File: src/rtl/deskew_pkg.sv
package deskew_pkg;
    typedef enum logic [1:0] {
        PH_IDLE     = 2'd0,
        PH_SEEK_LOW = 2'd1,
        PH_SEARCH   = 2'd2,
        PH_DONE     = 2'd3
    } phase_e;
endpackage

File: src/rtl/deskew_pacer.sv
module deskew_pacer #(
    parameter int EVAL_EVERY = 8
) (
    input  logic clk,
    input  logic rst_n,
    input  logic clear_i,
    input  logic enable_i,
    input  logic strobe_i,
    output logic eval_o
);
    localparam int CNT_W = (EVAL_EVERY > 2) ? $clog2(EVAL_EVERY) : 1;
    localparam logic [CNT_W-1:0] LAST = CNT_W'(EVAL_EVERY - 1);

    logic [CNT_W-1:0] cnt_d, cnt_q;

    assign eval_o = !clear_i && enable_i && strobe_i && (cnt_q == LAST);

    always_comb begin
        cnt_d = cnt_q;
        if (clear_i)
            cnt_d = '0;
        else if (enable_i && strobe_i)
            cnt_d = (cnt_q == LAST) ? '0 : cnt_q + 1'b1;
    end

    always_ff @(posedge clk or negedge rst_n) begin
        if (!rst_n) cnt_q <= '0;
        else        cnt_q <= cnt_d;
    end

    AST_PACE_ONLY_STROBE: assert property (@(posedge clk) disable iff (!rst_n)
        (!strobe_i && !clear_i) |=> $stable(cnt_q));
endmodule

File: src/rtl/deskew_fsm.sv
module deskew_fsm
    import deskew_pkg::*;
#(
    parameter int NUM_TAPS = 32,
    parameter int ALPHA    = 2
) (
    input  logic                        clk,
    input  logic                        rst_n,
    input  logic                        start_i,
    input  logic                        eval_i,
    input  logic                        sample_i,
    output logic [$clog2(NUM_TAPS)-1:0] code_o,
    output logic                        busy_o,
    output logic                        done_o,
    output logic                        err_o,
    output logic                        sat_o
);
    localparam int CODE_W = $clog2(NUM_TAPS);
    localparam int SUM_W  = CODE_W + 1;
    localparam logic [CODE_W-1:0] MAX_CODE = CODE_W'(NUM_TAPS - 1);

    typedef struct packed {
        phase_e              ph;
        logic [CODE_W-1:0]   code;
        logic                done;
        logic                err;
        logic                sat;
    } st_t;

    st_t st_d, st_q;
    logic [SUM_W-1:0] sum;

    assign sum = {1'b0, st_q.code} + SUM_W'(ALPHA);

    always_comb begin
        st_d = st_q;
        if (start_i) begin
            st_d.ph   = PH_SEEK_LOW;
            st_d.code = '0;
            st_d.done = 1'b0;
            st_d.err  = 1'b0;
            st_d.sat  = 1'b0;
        end else if (eval_i) begin
            unique case (st_q.ph)
                PH_SEEK_LOW: begin
                    if (st_q.code == MAX_CODE) begin
                        st_d.ph   = PH_DONE;
                        st_d.done = 1'b1;
                        st_d.err  = 1'b1;
                    end else begin
                        st_d.code = st_q.code + 1'b1;
                        if (!sample_i) st_d.ph = PH_SEARCH;
                    end
                end
                PH_SEARCH: begin
                    if (sample_i) begin
                        st_d.ph   = PH_DONE;
                        st_d.done = 1'b1;
                        if (sum > SUM_W'(MAX_CODE)) begin
                            st_d.code = MAX_CODE;
                            st_d.sat  = 1'b1;
                        end else begin
                            st_d.code = sum[CODE_W-1:0];
                        end
                    end else if (st_q.code == MAX_CODE) begin
                        st_d.ph   = PH_DONE;
                        st_d.done = 1'b1;
                        st_d.err  = 1'b1;
                    end else begin
                        st_d.code = st_q.code + 1'b1;
                    end
                end
                default: ;
            endcase
        end
    end

    always_ff @(posedge clk or negedge rst_n) begin
        if (!rst_n) begin
            st_q.ph   <= PH_IDLE;
            st_q.code <= '0;
            st_q.done <= 1'b0;
            st_q.err  <= 1'b0;
            st_q.sat  <= 1'b0;
        end else begin
            st_q <= st_d;
        end
    end

    assign code_o = st_q.code;
    assign busy_o = (st_q.ph == PH_SEEK_LOW) || (st_q.ph == PH_SEARCH);
    assign done_o = st_q.done;
    assign err_o  = st_q.err;
    assign sat_o  = st_q.sat;

    AST_ERR_HOLDS_TOP: assert property (@(posedge clk) disable iff (!rst_n)
        st_q.err |-> (st_q.code == MAX_CODE) && st_q.done);
    AST_SAT_HOLDS_TOP: assert property (@(posedge clk) disable iff (!rst_n)
        st_q.sat |-> (st_q.code == MAX_CODE) && st_q.done && !st_q.err);
    AST_DONE_FREEZE: assert property (@(posedge clk) disable iff (!rst_n)
        (st_q.done && !start_i) |=> st_q.done && $stable(st_q.code));
    AST_START_CLEARS: assert property (@(posedge clk) disable iff (!rst_n)
        start_i |=> (st_q.code == '0) && !st_q.done && (st_q.ph == PH_SEEK_LOW));
endmodule

File: src/rtl/deskew_onehot.sv
module deskew_onehot #(
    parameter int NUM_TAPS = 32
) (
    input  logic [$clog2(NUM_TAPS)-1:0] code_i,
    output logic [NUM_TAPS-1:0]         sel_o
);
    localparam int CODE_W = $clog2(NUM_TAPS);

    for (genvar i = 0; i < NUM_TAPS; i++) begin : g_tap
        assign sel_o[i] = (code_i == CODE_W'(i));
    end
endmodule

File: src/rtl/lane_deskew_ctrl.sv
module lane_deskew_ctrl #(
    parameter int NUM_TAPS   = 32,
    parameter int EVAL_EVERY = 8,
    parameter int ALPHA      = 2
) (
    input  logic                clk,
    input  logic                rst_n,
    input  logic                start_i,
    input  logic                strobe_i,
    input  logic                pd_sample_i,
    output logic [NUM_TAPS-1:0] tap_sel_o,
    output logic                done_o,
    output logic                err_o,
    output logic                sat_o
);
    localparam int CODE_W = $clog2(NUM_TAPS);

    logic              eval;
    logic              busy;
    logic [CODE_W-1:0] code;

    deskew_pacer #(.EVAL_EVERY(EVAL_EVERY)) u_pacer (
        .clk      (clk),
        .rst_n    (rst_n),
        .clear_i  (start_i),
        .enable_i (busy),
        .strobe_i (strobe_i),
        .eval_o   (eval)
    );

    deskew_fsm #(.NUM_TAPS(NUM_TAPS), .ALPHA(ALPHA)) u_fsm (
        .clk      (clk),
        .rst_n    (rst_n),
        .start_i  (start_i),
        .eval_i   (eval),
        .sample_i (pd_sample_i),
        .code_o   (code),
        .busy_o   (busy),
        .done_o   (done_o),
        .err_o    (err_o),
        .sat_o    (sat_o)
    );

    deskew_onehot #(.NUM_TAPS(NUM_TAPS)) u_dec (
        .code_i (code),
        .sel_o  (tap_sel_o)
    );

    AST_TAP_ONEHOT: assert property (@(posedge clk) disable iff (!rst_n)
        $countones(tap_sel_o) == 1);
    AST_CODE_PACED: assert property (@(posedge clk) disable iff (!rst_n)
        (!start_i && !eval) |=> $stable(code));
    AST_DONE_NOT_BUSY: assert property (@(posedge clk) disable iff (!rst_n)
        done_o |-> !busy);
endmodule

File: config.mk
export PLATFORM = sky130hd
export DESIGN_NAME = lane_deskew_ctrl
export DESIGN_NICKNAME = d
export VERILOG_FILES = /design/src/rtl/deskew_pkg.sv /design/src/rtl/deskew_pacer.sv /design/src/rtl/deskew_fsm.sv /design/src/rtl/deskew_onehot.sv /design/src/rtl/lane_deskew_ctrl.sv
export SDC_FILE = /design/constraint.sdc
export NUM_CORES = 1
export LEC_CHECK = 0
export ABC_AREA = 1
export BUFFER_PORTS_ARGS = -buffer_cell sky130_fd_sc_hd__buf_2
export CAP_MARGIN = 20
export CORE_UTILIZATION = 52
export CTS_BUF_LIST = sky130_fd_sc_hd__clkbuf_2 sky130_fd_sc_hd__clkbuf_4 sky130_fd_sc_hd__clkbuf_8
export DETAILED_ROUTE_END_ITERATION = 8
export PLACE_DENSITY = 0.9
export SLEW_MARGIN = 20
export SYNTH_ARGS = -nofsm -noshare
export SYNTH_HDL_FRONTEND = slang
export SYNTH_HIERARCHICAL = 1
export SYNTH_SLANG_ARGS = --single-unit
File: constraint.sdc
create_clock -name clk -period 2.2 [get_ports clk]
set_clock_uncertainty 0.1 [all_clocks]
set_input_delay 0.22 -clock clk [delete_from_list [all_inputs] [get_ports clk]]
set_output_delay 0.22 -clock clk [all_outputs]
set_load 0.005 [all_outputs]
-- Word-level counts from Yosys, hierarchy flattened
Index checks and enable logic that the tools add are counted.
- register bits after elaboration: 13
- output and inout port bits: 35
- input port bits: 5
- word-level logic and storage cells: 81
- reductions and logical operators: 17
- $lt $le $gt $ge: 1
- mux-type cells: 17
- add/subtract/negate cells: 3
- equality and inequality tests: 37
- operators by type and width (kind ; count):
    $eq A5 B5 Y1 const B ; 16
    $eq A5 B4 Y1 const B ; 8
    $eq A5 B3 Y1 const B ; 4
    $mux W10 ; 2
    $pmux W9 S2 ; 1
    $eq A5 B2 Y1 const B ; 2
    $mux W5 ; 2
    $reduce_bool A2 Y1 ; 5
    $mux W3 ; 3
    $mux W2 ; 4
    $mux W8 ; 1
    $ne A4 B4 Y1 const B ; 2
    $reduce_and A4 Y1 ; 2
    $add A5 B2 Y6 const B ; 1
    $gt A6 B5 Y1 const B ; 1
    $add A5 B1 Y5 const B ; 1
    $eq A5 B1 Y1 const B ; 1
    $logic_not A5 Y1 ; 1
    $logic_and A1 B1 Y1 ; 4
    $mux W1 ; 4
    $add A3 B1 Y3 const B ; 1
    $eq A3 B3 Y1 const B ; 1
    $ne A3 B3 Y1 const B ; 1
    $reduce_and A3 Y1 ; 1
    other kinds (6) ; 6

-- Depth between registers and ports, before layout
- word-level depth: 7
- mapped depth: 11
- mapped depth without buffers: 11

-- Hierarchy
Netlist, hierarchy kept.
- modules (own cells, without submodules) (module ; times used ; area each (sq um) ; seq. area each (sq um) ; cells an instance):
    deskew_fsm ; 1 ; 745.7 ; 250.2 ; 102
    deskew_onehot ; 1 ; 269.0 ; 0.0 ; 65
    deskew_pacer ; 1 ; 175.2 ; 75.1 ; 19

-- Least setup slack after synthesis
Ideal clock, no wire load.
- path kind: reg-to-reg
- start: register u_fsm/st_q[8] in the netlist's numbering
- end: register u_fsm/code_o[2] (netlist name)
- required time: 1.980 ns
- arrival: 1.419 ns
- cell stages (with the launch flop): 11
- path slack: 0.561 ns
- buffers on the path: 0
- period minus slack after synthesis: 1.639 ns
- library setup time: 0.120 ns
- cells stage by stage: dfrtp_1 > inv_1 > ha_1 > inv_1 > nand2_2 > nor3b_2 > nand2_1 > nand2_1 > inv_1 > nand2_1 > nand2_1
- cells in the longest elaborated chain, start to end: 7
- elaborated cells between the ends (all ways): 12
- classes of those cells: 2 x eq/ne; 3 x mux; 7 x reduce/logical
- ends and longest elaborated chain (item ; RTL line ; text):
    start, declared ; deskew_fsm.sv:30 ; st_t st_d, st_q;
    start signal, assigned ; deskew_fsm.sv:86 ; st_q <= st_d;
    $eq A2 B1 Y1 / $eq A2 B2 Y1 (equally long branches) ; deskew_fsm.sv:91 ; assign busy_o = (st_q.ph == PH_SEEK_LOW) || (st_q.ph == PH_SEARCH);
    $logic_or A1 B1 Y1 (*) ; deskew_fsm.sv:91 ;
    net busy ; lane_deskew_ctrl.sv:19 ; logic busy;
    $logic_and A1 B1 Y1 (*) (3 in a row) ; deskew_pacer.sv:16 ; assign eval_o = !clear_i && enable_i && strobe_i && (cnt_q == LAST);
    net eval ; lane_deskew_ctrl.sv:18 ; logic eval;
    $reduce_bool A2 Y1 (no line) (*) ; n/a ;
    $reduce_and A2 Y1 (no line) (*) ; n/a ;
The timed path passes the listed nets; every way through them passes the cells marked *. The select of a mux whose other input is x is not followed.
A chain may end at the register's enable or synchronous reset.

-- Worst setup path after layout
- start: register u_fsm/code_o[3] (netlist name)
- end: output port tap_sel_o[29]
- cells in the longest elaborated chain, start to end: 1
- ends and longest elaborated chain (item ; RTL line ; text):
    $eq A5 B5 Y1 ; deskew_onehot.sv:10 ; assign sel_o[i] = (code_i == CODE_W'(i));
    end, declared ; lane_deskew_ctrl.sv:11 ; output logic [NUM_TAPS-1:0] tap_sel_o,
Every way passes these cells.

==> summary.md <==
| Metric | Value |
|---|---|
| Overflow after GRT | `0` |
| Most frequent cells in the layout | `nand2_1 (49), buf_2 (39), nor2_1 (39)` |
| Crit Path Category | `flip-flop to primary output` |
| EDFF count, synth | `0` |
| Most used DFF post-synth | `dfrtp_1` |
| Synthesized area per cell | `6.40 um^2` |
| Req. time, crit path | `around 1900 ps` |
| Area Overhead vs Synth | `16.8%` |
| Post-CTS Setup Repair Bufs | `0` |
| Starting DRT DRC Count | `40` |
| TritonCTS clock tree | `yes` |
| Clk pin slew, worst setup/hold paths | `80 ps` |
| Total power | `505 uW` |
| Placed instance area | `roughly 1400 um^2` |
| Hold Vio Cnt, Final | `0` |
| Antenna Cells | `0` |
| Die height | `about 50 um` |
| Data arrival time of the worst path | `1530 ps` |
| Clock buffer count from CTS | `3` |
| Initial core utilization | `0.577` |
| Mapped Nets | `198` |
| Period utilization | `0.842` |
| Max-slew violations | `0` |
| Library cells used by synthesis | `25` |
| Fin Setup TNS | `0 ps` |
| Grt met3 use | `0.0370` |
| # setup viols final | `0` |
| Layout cells sized above 1 | `0.276` |
| Max-slew headroom | `0.696` |
| PwrDens | `363 nW/um^2` |
| First-pass iteration count of the detailed router | `4` |
| Row cnt | `16` |
| Fin util | `0.674` |
| Async SR Flop Fraction | `1.00` |
| Max-Cap Viols | `0` |
| Drt total wl | `between 2000 and 3000 um` |
| Largest net degree at the start of global routing | `17` |
| CTS Hold Bufs | `1` |
| CP Max Fanout | `13` |
| Antenna violations before repair | `0` |
| Via count | `roughly 1,200` |
| Sequential-to-total area share from yosys stat | `0.273` |
| Status | `completed` |
| Residual DRC count | `0` |
| RSZ-0062 raised after global routing | `no` |
| Leakage | `0.829 nW` |
| Maximum vdd drop | `between 0.3 and 0.4 mV` |
| Ys Warns | `6` |
| Max Fclk | `about 0.54 GHz` |
| H-tree level count | `1` |
| Die area | `2480 um^2` |
| GPL Wtd Cong | `roughly 0.87` |
| Final #Nets | `around 230` |
| Die X | `49.8 um` |
| Port bufs | `39` |
| Clk_lat worst skew | `270 ps` |
| Busiest grt layer | `met2` |
| Grt met1 use | `0.285` |
| Min-Delay Path Class | `primary input to flip-flop` |
| Synth Cell Area | `~1200 um^2` |
| Clk root buf | `clkbuf_4` |
| Crit. End Element | `primary output` |
| DP Wirelength | `1960 um` |
| I/O pins | `40` |
| Worst-Margin Slew | `roughly 460 ps` |
| CTS resizes | `0` |
| Avg Vias per Cell | `about 4.9` |
| First-pass GRT wire length | `4500 um` |
| WL/cell | `between 10 and 15 um` |
| Leading cell type in the layout, fill and taps excluded | `nand2_1` |
| Flops & latches, synth | `13` |
| Met2 Usage GRT | `0.396` |
| Clock Sinks | `13` |
| Routed Antenna Nets | `0` |
| Core area | `between 2000 and 2500 um^2` |
| Overall Global Routing Usage | `0.229` |
| CP startpoint kind | `flip-flop` |
| Vias in the first global route | `about 1,100` |
| Synthesized instance count | `~190` |
| Clock buffer depth | `2` |
| Finished layout cell area | `around 1400 um^2` |
| Minimum clock period after layout | `between 1500 and 2000 ps` |
[path summary, 6_finish.rpt]
check | start | to | slack [ps] | cells after the start
setup / recovery | u_fsm/code_o[3] | tap_sel_o[29] | 350 | 3
hold / removal | start_i | u_fsm/st_q[9] | 140 | 2
setup reg to reg | u_fsm/st_q[8] | u_fsm/st_q[8] | 360 | 10
hold reg to reg | u_fsm/sat_o | u_fsm/sat_o | 390 | 2
max in group asynchronous | rst_n | u_fsm/code_o[0] | 1530 | 2
min in group asynchronous | rst_n | u_fsm/err_o | 250 | 2
[critical path, cell delays in order, from the launching register on]
cell,delay [ps]
dfrtp_1,630
nand2_1,260
nor3_1,230
buf_2,140
[power breakdown]
group / switching (mW) / leakage [nW] / internal, mW / total [mW]
combinational: 0.0577 / 0.635 / 0.0302 / 0.0879
clock: 0.0763 / 0.0184 / 0.0825 / 0.159
sequential: 0.00979 / 0.176 / 0.249 / 0.258
total: 0.144 / 0.829 / 0.361 / 0.505
[layer usage]
metal  vias to the layer above  wire length, um
met5                         -                0
met4                         0                4
met3                         2              101
met2                        33             1240
met1                       542             1200
li1                        649                -
[registers in the layout, indices dropped and copies added (netlist names)]
signal	count
u_fsm/st_q	2
u_fsm/code_o	5
u_fsm/err_o	1
u_fsm/sat_o	1
u_pacer/cnt_q	3
u_fsm/done_o	1
[layout make-up]
class | instances | area, um^2
multi-input cells | 141 | 706
fillers | 191 | 672
flip-flops and latches | 13 | 325
repair buffers | 41 | 213
inverters | 22 | 82.6
well taps | 27 | 33.8
clock buffers | 4 | 30.0
[cell usage after synthesis (2+ instances only)]
master	instances	area, um^2
inv_1	17	63.8
dfrtp_1	13	325
nor2_1	39	146
xor2_1	2	17.5
nand3_2	2	20.0
nand2_1	49	184
inv_2	5	18.8
a21oi_1	2	10.0
buf_4	8	60.1
o21ai_1	4	20.0
nor2_2	2	12.5
ha_1	7	87.6
nand2_2	4	25.0
nand3_1	12	60.1
nor3_1	10	50.1
[logic make-up (layout without fill, tap and decap cells)]
group	after synthesis	after routing	synth area share
XOR/XNOR	3	3	0.0221
AO/OA/AOI/OAI	8	8	0.0368
AND/OR/NAND/NOR	123	123	0.461
adder cells (fa/ha/maj)	7	7	0.0736
flip-flops	13	13	0.273
buffers and inverters	32	67	0.134
[metrics by stage]
stage          hold slack (ps)  instances  setup slack [ps]
3_3_place_gp              15.6        243               442
4_1_cts                    129        248               355
2_1_floorplan             -176        186               561
3_5_place_dp              18.4        243               392
6_report                   139        248               347
5_1_grt                    141        248               172
Power figures use the tool's default switching activity.
